--- config.mk ---
export PLATFORM = sky130hd
export DESIGN_NAME = audio_clk_gen
export DESIGN_NICKNAME = d
export VERILOG_FILES = /design/src/rtl/aclk_pkg.sv /design/src/rtl/aclk_bit_div.sv /design/src/rtl/aclk_frame_div.sv /design/src/rtl/aclk_sync.sv /design/src/rtl/audio_clk_gen.sv
export SDC_FILE = /design/constraint.sdc
export NUM_CORES = 1
export LEC_CHECK = 0
export BUFFER_PORTS_ARGS = -buffer_cell sky130_fd_sc_hd__buf_2
export CAP_MARGIN = 15
export CORE_ASPECT_RATIO = 1.2
export CORE_MARGIN = 2
export CORE_UTILIZATION = 35
export DETAILED_ROUTE_END_ITERATION = 12
export HOLD_SLACK_MARGIN = 0.15
export PLACE_DENSITY = 0.59
export SETUP_SLACK_MARGIN = 0.3
export SYNTH_ARGS = -nofsm -noshare
export SYNTH_HDL_FRONTEND = slang
export SYNTH_SLANG_ARGS = --single-unit
--- constraint.sdc ---
create_clock -name clk_i -period 2.95 [get_ports clk_i]
set_input_delay 0.885 -clock clk_i [delete_from_list [all_inputs] [get_ports clk_i]]
set_output_delay 0.885 -clock clk_i [all_outputs]
set_load 0.02 [all_outputs]
--- src/rtl/aclk_pkg.sv ---
package aclk_pkg;
  localparam int DIV_W     = 8;
  localparam int CTRL_W    = 32;
  localparam int MODE_BIT  = 27;
  localparam int INV_BIT   = 26;
  localparam int BDIV_LSB  = 16;
  localparam int RXDIV_LSB = 8;
  localparam int TXDIV_LSB = 0;
  localparam logic [CTRL_W-1:0] CFG_MASK = 32'h0CFF_FFFF;

  typedef struct packed {
    logic             follow;
    logic             inv;
    logic [DIV_W-1:0] bdiv;
    logic [DIV_W-1:0] rxdiv;
    logic [DIV_W-1:0] txdiv;
  } cfg_t;

  function automatic cfg_t decode(input logic [CTRL_W-1:0] w);
    cfg_t c;
    c.follow = w[MODE_BIT];
    c.inv    = w[INV_BIT];
    c.bdiv   = w[BDIV_LSB  +: DIV_W];
    c.rxdiv  = w[RXDIV_LSB +: DIV_W];
    c.txdiv  = w[TXDIV_LSB +: DIV_W];
    return c;
  endfunction
endpackage

--- src/rtl/aclk_bit_div.sv ---
module aclk_bit_div #(
  parameter int W = 8
) (
  input  logic         clk_i,
  input  logic         rst_ni,
  input  logic         restart_i,
  input  logic [W-1:0] div_i,
  output logic         phase_o
);
  logic [W-1:0] last, half, cnt_q, cnt_inc;
  logic         ph_q;

  always_comb begin
    last    = (div_i == '0) ? W'(1) : div_i;
    half    = W'(({1'b0, last} + (W+1)'(1)) >> 1);
    cnt_inc = cnt_q + W'(1);
  end

  always_ff @(posedge clk_i or negedge rst_ni) begin
    if (!rst_ni) begin
      cnt_q <= '0;
      ph_q  <= 1'b0;
    end else if (restart_i || cnt_q >= last) begin
      cnt_q <= '0;
      ph_q  <= 1'b1;
    end else begin
      cnt_q <= cnt_inc;
      ph_q  <= (cnt_inc < half);
    end
  end

  assign phase_o = ph_q;

  p_cnt_bound_r2: assert property (@(posedge clk_i) disable iff (!rst_ni)
    !restart_i |-> cnt_q <= last);
  p_restart_phase_r7: assert property (@(posedge clk_i) disable iff (!rst_ni)
    restart_i |=> (cnt_q == '0 && ph_q));
endmodule

--- src/rtl/aclk_frame_div.sv ---
module aclk_frame_div #(
  parameter int W = 8
) (
  input  logic         clk_i,
  input  logic         rst_ni,
  input  logic         restart_i,
  input  logic         tick_i,
  input  logic [W-1:0] div_i,
  output logic         fs_o
);
  logic [W-1:0] last, half, cnt_q, cnt_nxt;
  logic         fs_q;

  always_comb begin
    last    = (div_i == '0) ? W'(1) : div_i;
    half    = W'(({1'b0, last} + (W+1)'(1)) >> 1);
    cnt_nxt = (cnt_q >= last) ? '0 : cnt_q + W'(1);
  end

  // Preload last so the first launch edge opens the left half.
  always_ff @(posedge clk_i or negedge rst_ni) begin
    if (!rst_ni) begin
      cnt_q <= '0;
      fs_q  <= 1'b0;
    end else if (restart_i) begin
      cnt_q <= last;
      fs_q  <= 1'b0;
    end else if (tick_i) begin
      cnt_q <= cnt_nxt;
      fs_q  <= (cnt_nxt >= half);
    end
  end

  assign fs_o = fs_q;

  p_fs_on_tick_r5: assert property (@(posedge clk_i) disable iff (!rst_ni)
    (fs_q != $past(fs_q)) |-> ($past(tick_i) || $past(restart_i)));
endmodule

--- src/rtl/aclk_sync.sv ---
module aclk_sync #(
  parameter int W      = 3,
  parameter int STAGES = 2
) (
  input  logic         clk_i,
  input  logic         rst_ni,
  input  logic [W-1:0] d_i,
  output logic [W-1:0] q_o
);
  logic [STAGES-1:0][W-1:0] sr_q;

  always_ff @(posedge clk_i or negedge rst_ni) begin
    if (!rst_ni) begin
      sr_q <= '0;
    end else begin
      sr_q[0] <= d_i;
      for (int i = 1; i < STAGES; i++) sr_q[i] <= sr_q[i-1];
    end
  end

  assign q_o = sr_q[STAGES-1];
endmodule

--- src/rtl/audio_clk_gen.sv ---
module audio_clk_gen
  import aclk_pkg::*;
#(
  parameter int SYNC_STAGES = 2
) (
  input  logic              clk_i,
  input  logic              rst_ni,
  input  logic [CTRL_W-1:0] ctrl_i,
  input  logic              start_i,
  input  logic              ext_bclk_i,
  input  logic              ext_txfs_i,
  input  logic              ext_rxfs_i,
  output logic              bclk_o,
  output logic              tx_fs_o,
  output logic              rx_fs_o,
  output logic              launch_o,
  output logic              sample_o
);
  localparam int NFS = 2;

  logic [CTRL_W-1:0] ctrl_q;
  logic              restart_q, cfg_chg;
  cfg_t              cfg;
  logic              ph, mst_bclk, mst_d1, mst_fall, bclk_d1;
  logic [DIV_W-1:0]  fdiv [NFS];
  logic [NFS-1:0]    fs_int;
  logic [2:0]        ext_s;

  assign cfg_chg = ((ctrl_i ^ ctrl_q) & CFG_MASK) != '0;

  always_ff @(posedge clk_i or negedge rst_ni) begin
    if (!rst_ni) begin
      ctrl_q    <= '0;
      restart_q <= 1'b0;
    end else begin
      ctrl_q    <= ctrl_i;
      restart_q <= start_i | cfg_chg;
    end
  end

  assign cfg = decode(ctrl_q);

  aclk_bit_div #(.W(DIV_W)) u_bdiv (
    .clk_i, .rst_ni, .restart_i(restart_q), .div_i(cfg.bdiv), .phase_o(ph)
  );

  assign mst_bclk = ph ^ cfg.inv;
  assign mst_fall = mst_d1 & ~mst_bclk;

  assign fdiv[0] = cfg.txdiv;
  assign fdiv[1] = cfg.rxdiv;

  for (genvar g = 0; g < NFS; g++) begin : g_fs
    aclk_frame_div #(.W(DIV_W)) u_fdiv (
      .clk_i, .rst_ni, .restart_i(restart_q), .tick_i(mst_fall),
      .div_i(fdiv[g]), .fs_o(fs_int[g])
    );
  end

  aclk_sync #(.W(3), .STAGES(SYNC_STAGES)) u_sync (
    .clk_i, .rst_ni, .d_i({ext_rxfs_i, ext_txfs_i, ext_bclk_i}), .q_o(ext_s)
  );

  always_comb begin
    if (cfg.follow) begin
      bclk_o  = ext_s[0] ^ cfg.inv;
      tx_fs_o = ext_s[1];
      rx_fs_o = ext_s[2];
    end else begin
      bclk_o  = mst_bclk;
      tx_fs_o = fs_int[0];
      rx_fs_o = fs_int[1];
    end
  end

  always_ff @(posedge clk_i or negedge rst_ni) begin
    if (!rst_ni) begin
      mst_d1  <= 1'b0;
      bclk_d1 <= 1'b0;
    end else begin
      mst_d1  <= mst_bclk;
      bclk_d1 <= bclk_o;
    end
  end

  assign launch_o = bclk_d1 & ~bclk_o;
  assign sample_o = ~bclk_d1 & bclk_o;

  p_launch_single_r4: assert property (@(posedge clk_i) disable iff (!rst_ni)
    launch_o |=> !launch_o);
  p_sample_single_r4: assert property (@(posedge clk_i) disable iff (!rst_ni)
    sample_o |=> !sample_o);
endmodule

# After elaboration in Yosys (flattened, before gate mapping)
# Cells that the tools add are included.
[op_classes]
order_cmp = 6
n_mux = 18
n_reduce_logical = 6
add_sub_neg = 6
bitwise = 10
[ops]
columns = ["op", "n"]
rows = [
  ["8-bit 2-to-1 mux", 10],
  ["8-bit >= comparator", 5],
  ["32-bit nonzero test", 1],
  ["28-bit XOR", 1],
  ["8-bit by 1-bit adder with 9-bit output (second input constant)", 3],
  ["8-bit by 1-bit adder with 8-bit output (second input constant)", 3],
  ["8-bit zero test", 3],
  ["8-bit < comparator", 1],
  ["1-bit 2-to-1 mux", 8],
  ["1-bit AND", 3],
  ["1-bit NOT", 3],
  ["2-bit nonzero test", 1],
  ["1-bit XOR", 2],
  ["1-bit logical OR", 1],
  ["1-bit OR", 1],
]
[totals]
ff_bits = 64
input_bits = 38
elab_cells = 58

# Logic depth before layout (Yosys ltp)
[depth]
depth_word = 7
mapped_depth = 16

# Modules after synthesis
# Synthesis repeated with hierarchy kept, for this count alone.
[hier_totals]
cells_unflattened = 454
area_unflattened_um2 = 4366.7
[modules_own_cells]
columns = ["module", "instances", "cells_each", "area_per_inst_um2"]
rows = [
  ["aclk_frame_div at g_fs[0].u_fdiv", 1, 139, 1136.1],
  ["aclk_frame_div at g_fs[1].u_fdiv", 1, 135, 1103.6],
  ["audio_clk_gen", 1, 74, 1087.3],
  ["aclk_bit_div", 1, 97, 867.1],
  ["aclk_sync", 1, 9, 172.7],
]

# Least setup slack after synthesis
# No wires, ideal clock.
[synth_timing]
path_kind = "register to register"
from = "reg ctrl_q[9]"
to = "reg g_fs[1].u_fdiv.fs_q"
t_required_ps = 2826
arrival_time_ps = 2836
setup_slack_ps = -10
path_buffers = 2
synth_period_minus_slack_ps = 2960
stages_incl_launch_ff = 16
setup_time_ps = 124
path_cell_list = "dfrtp_1 -> clkbuf_1 -> nor4_1 -> a41o_1 -> ha_1 -> nor2b_1 -> o21ai_1 -> a21oi_1 -> clkbuf_1 -> nand2_1 -> ha_1 -> nand2b_1 -> a21o_1 -> a21o_1 -> a211oi_1 -> nor2_1"
[synth_via]
elab_chain_len = 7
elab_cells_between_ends = 8
[synth_rtl]
columns = ["item", "line_no", "source"]
rows = [
  ["from (decl)", "audio_clk_gen.sv:21", "logic [CTRL_W-1:0] ctrl_q;"],
  ["from (signal assigned)", "audio_clk_gen.sv:36", "ctrl_q <= ctrl_i;"],
  ["8-bit zero test", "aclk_frame_div.sv:15", "last = (div_i == '0) ? W'(1) : div_i;"],
  ["8-bit 2-to-1 mux *", "aclk_frame_div.sv:15", ""],
  ["8-bit >= comparator", "aclk_frame_div.sv:17", "cnt_nxt = (cnt_q >= last) ? '0 : cnt_q + W'(1);"],
  ["8-bit 2-to-1 mux", "aclk_frame_div.sv:17", ""],
  ["8-bit >= comparator *", "aclk_frame_div.sv:30", "fs_q <= (cnt_nxt >= half);"],
  ["1-bit 2-to-1 mux *", "aclk_frame_div.sv:28", "end else if (tick_i) begin"],
  ["1-bit 2-to-1 mux *", "aclk_frame_div.sv:25", "end else if (restart_i) begin"],
  ["to (signal assigned)", "aclk_frame_div.sv:30", ""],
  ["to (decl)", "aclk_frame_div.sv:12", "logic fs_q;"],
]
# Every way passes the cells marked *; elsewhere a longest branch is shown, timed or not. The select of a mux whose other input is x is not followed.
# A chain may end at the register's enable or synchronous reset.

# Worst setup path in the final report
[layout_timing]
from = "reg ctrl_q[6]"
to = "reg g_fs[0].u_fdiv.fs_q"
[layout_via]
elab_chain_len = 7
elab_cells_between_ends = 8
[layout_rtl]
columns = ["item", "line_no"]
rows = [
  ["8-bit zero test", "aclk_frame_div.sv:15"],
  ["8-bit 2-to-1 mux *", "aclk_frame_div.sv:15"],
  ["8-bit >= comparator", "aclk_frame_div.sv:17"],
  ["8-bit 2-to-1 mux", "aclk_frame_div.sv:17"],
  ["8-bit >= comparator *", "aclk_frame_div.sv:30"],
  ["1-bit 2-to-1 mux *", "aclk_frame_div.sv:28"],
  ["1-bit 2-to-1 mux *", "aclk_frame_div.sv:25"],
  ["to (signal assigned)", "aclk_frame_div.sv:30"],
  ["to (decl)", "aclk_frame_div.sv:12"],
]
# Marks and branches as above.

==> results.py <==
metrics = {
    "synth": {
        "ys_seq_area_share_pct": 36.3,
        "yosysTopAreaCell": "dfrtp_1",
        "synth_ff_type": "dfrtp_1",
        "yosysWarnings": 0,
        "postSynthCellCount": 454,
        "syn_avg_cell_area_sq_um": 9.43,
        "synth_top_area_share_pct": 36.3,
        "synthDistinctLibCells": 50,
        "synth_most_common_cell": "dfrtp_1",
        "async_flop_share_pct": 100,
        "syn_area_sq_um": 4280,
        "synthTopCellsByCount": "dfrtp_1 (62), ha_1 (50), xnor2_1 (36)",
        "syn-num-nets": 542,
        "synth_edf_count": 0,
        "synthTopCellsByArea": "dfrtp_1 (36%), ha_1 (15%), xnor2_1 (7.4%)",
        "synth_seq_cells": 62,
    },
    "setup_path": {
        "cp_data_arrival_time_ns": 3.01,
        "crit_type": "register to register",
        "r2r_start": "ctrl_q[6]$_DFF_PN0_",
        "cpLargestDelayFamily": "compound AO/OA/AOI/OAI gates",
        "cpPeakStageDelay_ns": 0.41,
        "r2r-end": "g_fs[0].u_fdiv.fs_o$_DFFE_PN0P_",
        "cp_num_buf_inv": 1,
        "path_max_fanout": 6,
        "critPathRequiredTime_ns": 3.17,
        "r2r_cells": 13,
        "critPathLaunchType": "register",
        "cp-end-kind": "register",
        "reg2reg_slack_ns": 0.16,
        "critical-path-slowest-cell": "dfrtp_1",
        "cp_cell_sequence": "nor4_4, a41oi_2, inv_1, ha_1, nor2b_1, o21ai_2, a31o_4, nor2_2, ha_1, a21o_1, a21o_1, a211oi_2, nor2_1",
    },
    "global_route": {
        "track_usage_pct": 16.0,
        "overflow": 0,
        "busiest_layer": "met2",
        "grt_pass1_vias": 3552,
        "use_met3_pct": 2.35,
        "antenna_found_initial": 0,
        "grt.met1_usage_pct": 18.7,
        "grt_max_degree": 39,
        "grt_pass1_wl_mm": 16.8,
        "use_met2_pct": 28.9,
    },
    "timing": {
        "worst_slew_pin_slew_ns": 0.589,
        "finalSetupViolations": 0,
        "fmax_mhz": 359,
        "report.final.hold_viol_count": 0,
        "grt_setup_unrepaired": "yes",
        "holdWs_ns": 0.352,
        "finalCritPeriodShare_pct": 94.4,
        "slew_violations": 0,
        "relSlewSlack_pct": 60.7,
        "setup_tns_ns": 0,
        "skew_ns": 0.00893,
        "layout_min_cycle_time_ns": 2.79,
    },
    "final_layout": {
        "layout.cells.non_filler": 687,
        "insertedDiodeCount": 0,
        "regArea_sq_um": 1550,
        "nets": 609,
        "drive_above_1_share_pct": 22.6,
        "multi_input_area_sq_um": 2720,
        "fill_cells": 1180,
        "syn_to_final_growth_pct": 24.5,
        "utilization_pct": 44.4,
    },
    "floorplan": {
        "core_sq_um": 12000,
        "die_w_um": 105,
        "initial_core_util_pct": 35.7,
        "die_y_um": 125,
        "num_io_pins": 43,
        "die-area_sq_um": 13100,
        "rows": 44,
    },
    "power": {
        "powerDensity_nw_per_um2": 461,
        "vdd_drop_max_mv": 0.431,
        "p_leak_nw": 2.45,
        "total_power_w": 0.00246,
    },
    "worst_hold_path": {
        "worst_hold_path_type": "register to register",
        "hold_path_end": "u_sync.q_o[0]$_DFF_PN0_",
        "hold_start": "u_sync.sr_q[0]$_DFF_PN0_",
        "hold_depth": 0,
    },
    "clocking": {
        "path_clk_slew_ns": 0.06,
        "cts_buffers": 9,
        "cts_tree": "yes",
        "cts_root_buffer": "clkbuf_16",
        "clock-sinks": 62,
        "clk_latency_ns": 0.34,
        "clk_path_buf_depth": 2,
        "htreeDepth": 3,
        "cts_hold_buf": 0,
    },
    "drt": {
        "initialDrtViolationCount": 165,
        "drcViolationCount": 0,
        "drt_pass1_iterations": 4,
        "wl_per_cell_um": 14.7,
        "vias_per_cell": 5.15,
        "dr_total_vias": 3537,
        "antenna_left": 0,
        "drt-total-wl_mm": 10.1,
    },
    "run": {
        "maxCapViolations": 0,
    },
    "placement": {
        "place_congestion": 0.876,
        "dp_hpwl_mm": 7.63,
        "dp.cells": 658,
        "io_buffers": 36,
    },
    "run_status": {
        "outcome": "finished clean",
    },
}
-- state kept, by name, summed over array words and instances, names as in the netlist --
signal	cells
u_bdiv.phase_o	1
g_fs.u_fdiv.fs_o	2
u_bdiv.cnt_q	8
mst_d1	1
ctrl_q	26
u_sync.q_o	3
u_sync.sr_q	3
restart_q	1
bclk_d1	1
g_fs.u_fdiv.cnt_q	16
-- per-layer routing --
metal | up-vias | part of all wire [%]
met2 | 61 | 53
met3 | 16 | 2.5
met5 | - | 0
met1 | 1693 | 43
li1 | 1767 | -
met4 | 0 | 2.1
-- repair_timing --
| item | 4_1_cts | 5_1_grt |
|---|---|---|
| setup buffers | 9 | 4 |
| gates cloned | 0 | 0 |
| gates resized for setup | 5 | 27 |
| endpoints found under the setup margin | 11 | 14 |
| pin swaps | 9 | 17 |
-- power by group --
group          switching (W)  total, W  internal, W
Sequential         0.0000419  0.000929     0.000887
Combinational       0.000243  0.000456     0.000212
Clock               0.000418   0.00107     0.000656
-- cell type report --
class                   count  area share (%)
flip-flops and latches     62            29.1
repair buffers             69            8.26
inverters                  32            2.25
clock buffers               9            4.23
clock inverters             7            1.39
multi-input cells         347            51.0
well taps                 161            3.78
-- per-stage QoR --
stage,setup WS (ns),cell area (sq um)
finish,0.164,5330
global route,0.0317,5330
CTS,0.167,5170
detailed placement,0.0491,4780
global placement,0.102,4780
floorplan,0.185,4330
-- layout by cell type (no fill, tap or decap), drive strengths merged, types with 4 or more instances in the layout --
cell type  netlist  routed
nand3           25      25
nand4            8       8
a21o             9       9
a21oi           26      26
a21boi           8       8
clkinv           0       4
nor4            12      12
and2             6       6
nor3             6       6
ha              50      50
a22oi           10      10
nand2b           5       5
xnor2           36      36
buf              3      69
or4              4       4
and3            11      11
o21ai           16      16
nand2           26      26
inv             32      33
xor2            25      25
dfrtp           62      62
nor2            25      25
clkbuf           9       9
-- logic make-up (layout without fill, tap and decap cells) --
group / after synthesis / after routing / share of synthesized area [%]
buffers and inverters: 45 / 117 / 4.44
flip-flops: 62 / 62 / 36.3
XOR/XNOR: 61 / 61 / 12.5
adder cells (fa/ha/maj): 50 / 50 / 14.6
AND/OR/NAND/NOR: 139 / 139 / 17.0
AO/OA/AOI/OAI: 94 / 94 / 14.5
multiplexers: 3 / 3 / 0.760
-- how the worst max path moves through the flow --
stage / cells after the start / to / from
after global placement: 13 / g_fs[0].u_fdiv.fs_o$_DFFE_PN0P_ / ctrl_q[6]$_DFF_PN0_
after CTS: 13 / g_fs[0].u_fdiv.fs_o$_DFFE_PN0P_ / ctrl_q[5]$_DFF_PN0_
after floorplan: 15 / g_fs[1].u_fdiv.fs_o$_DFFE_PN0P_ / ctrl_q[9]$_DFF_PN0_
after global routing: 13 / g_fs[0].u_fdiv.fs_o$_DFFE_PN0P_ / ctrl_q[6]$_DFF_PN0_
after detailed placement: 13 / g_fs[0].u_fdiv.fs_o$_DFFE_PN0P_ / ctrl_q[6]$_DFF_PN0_
final: 13 / g_fs[0].u_fdiv.fs_o$_DFFE_PN0P_ / ctrl_q[6]$_DFF_PN0_
Note: power is estimated with default switching activity, not from simulation.
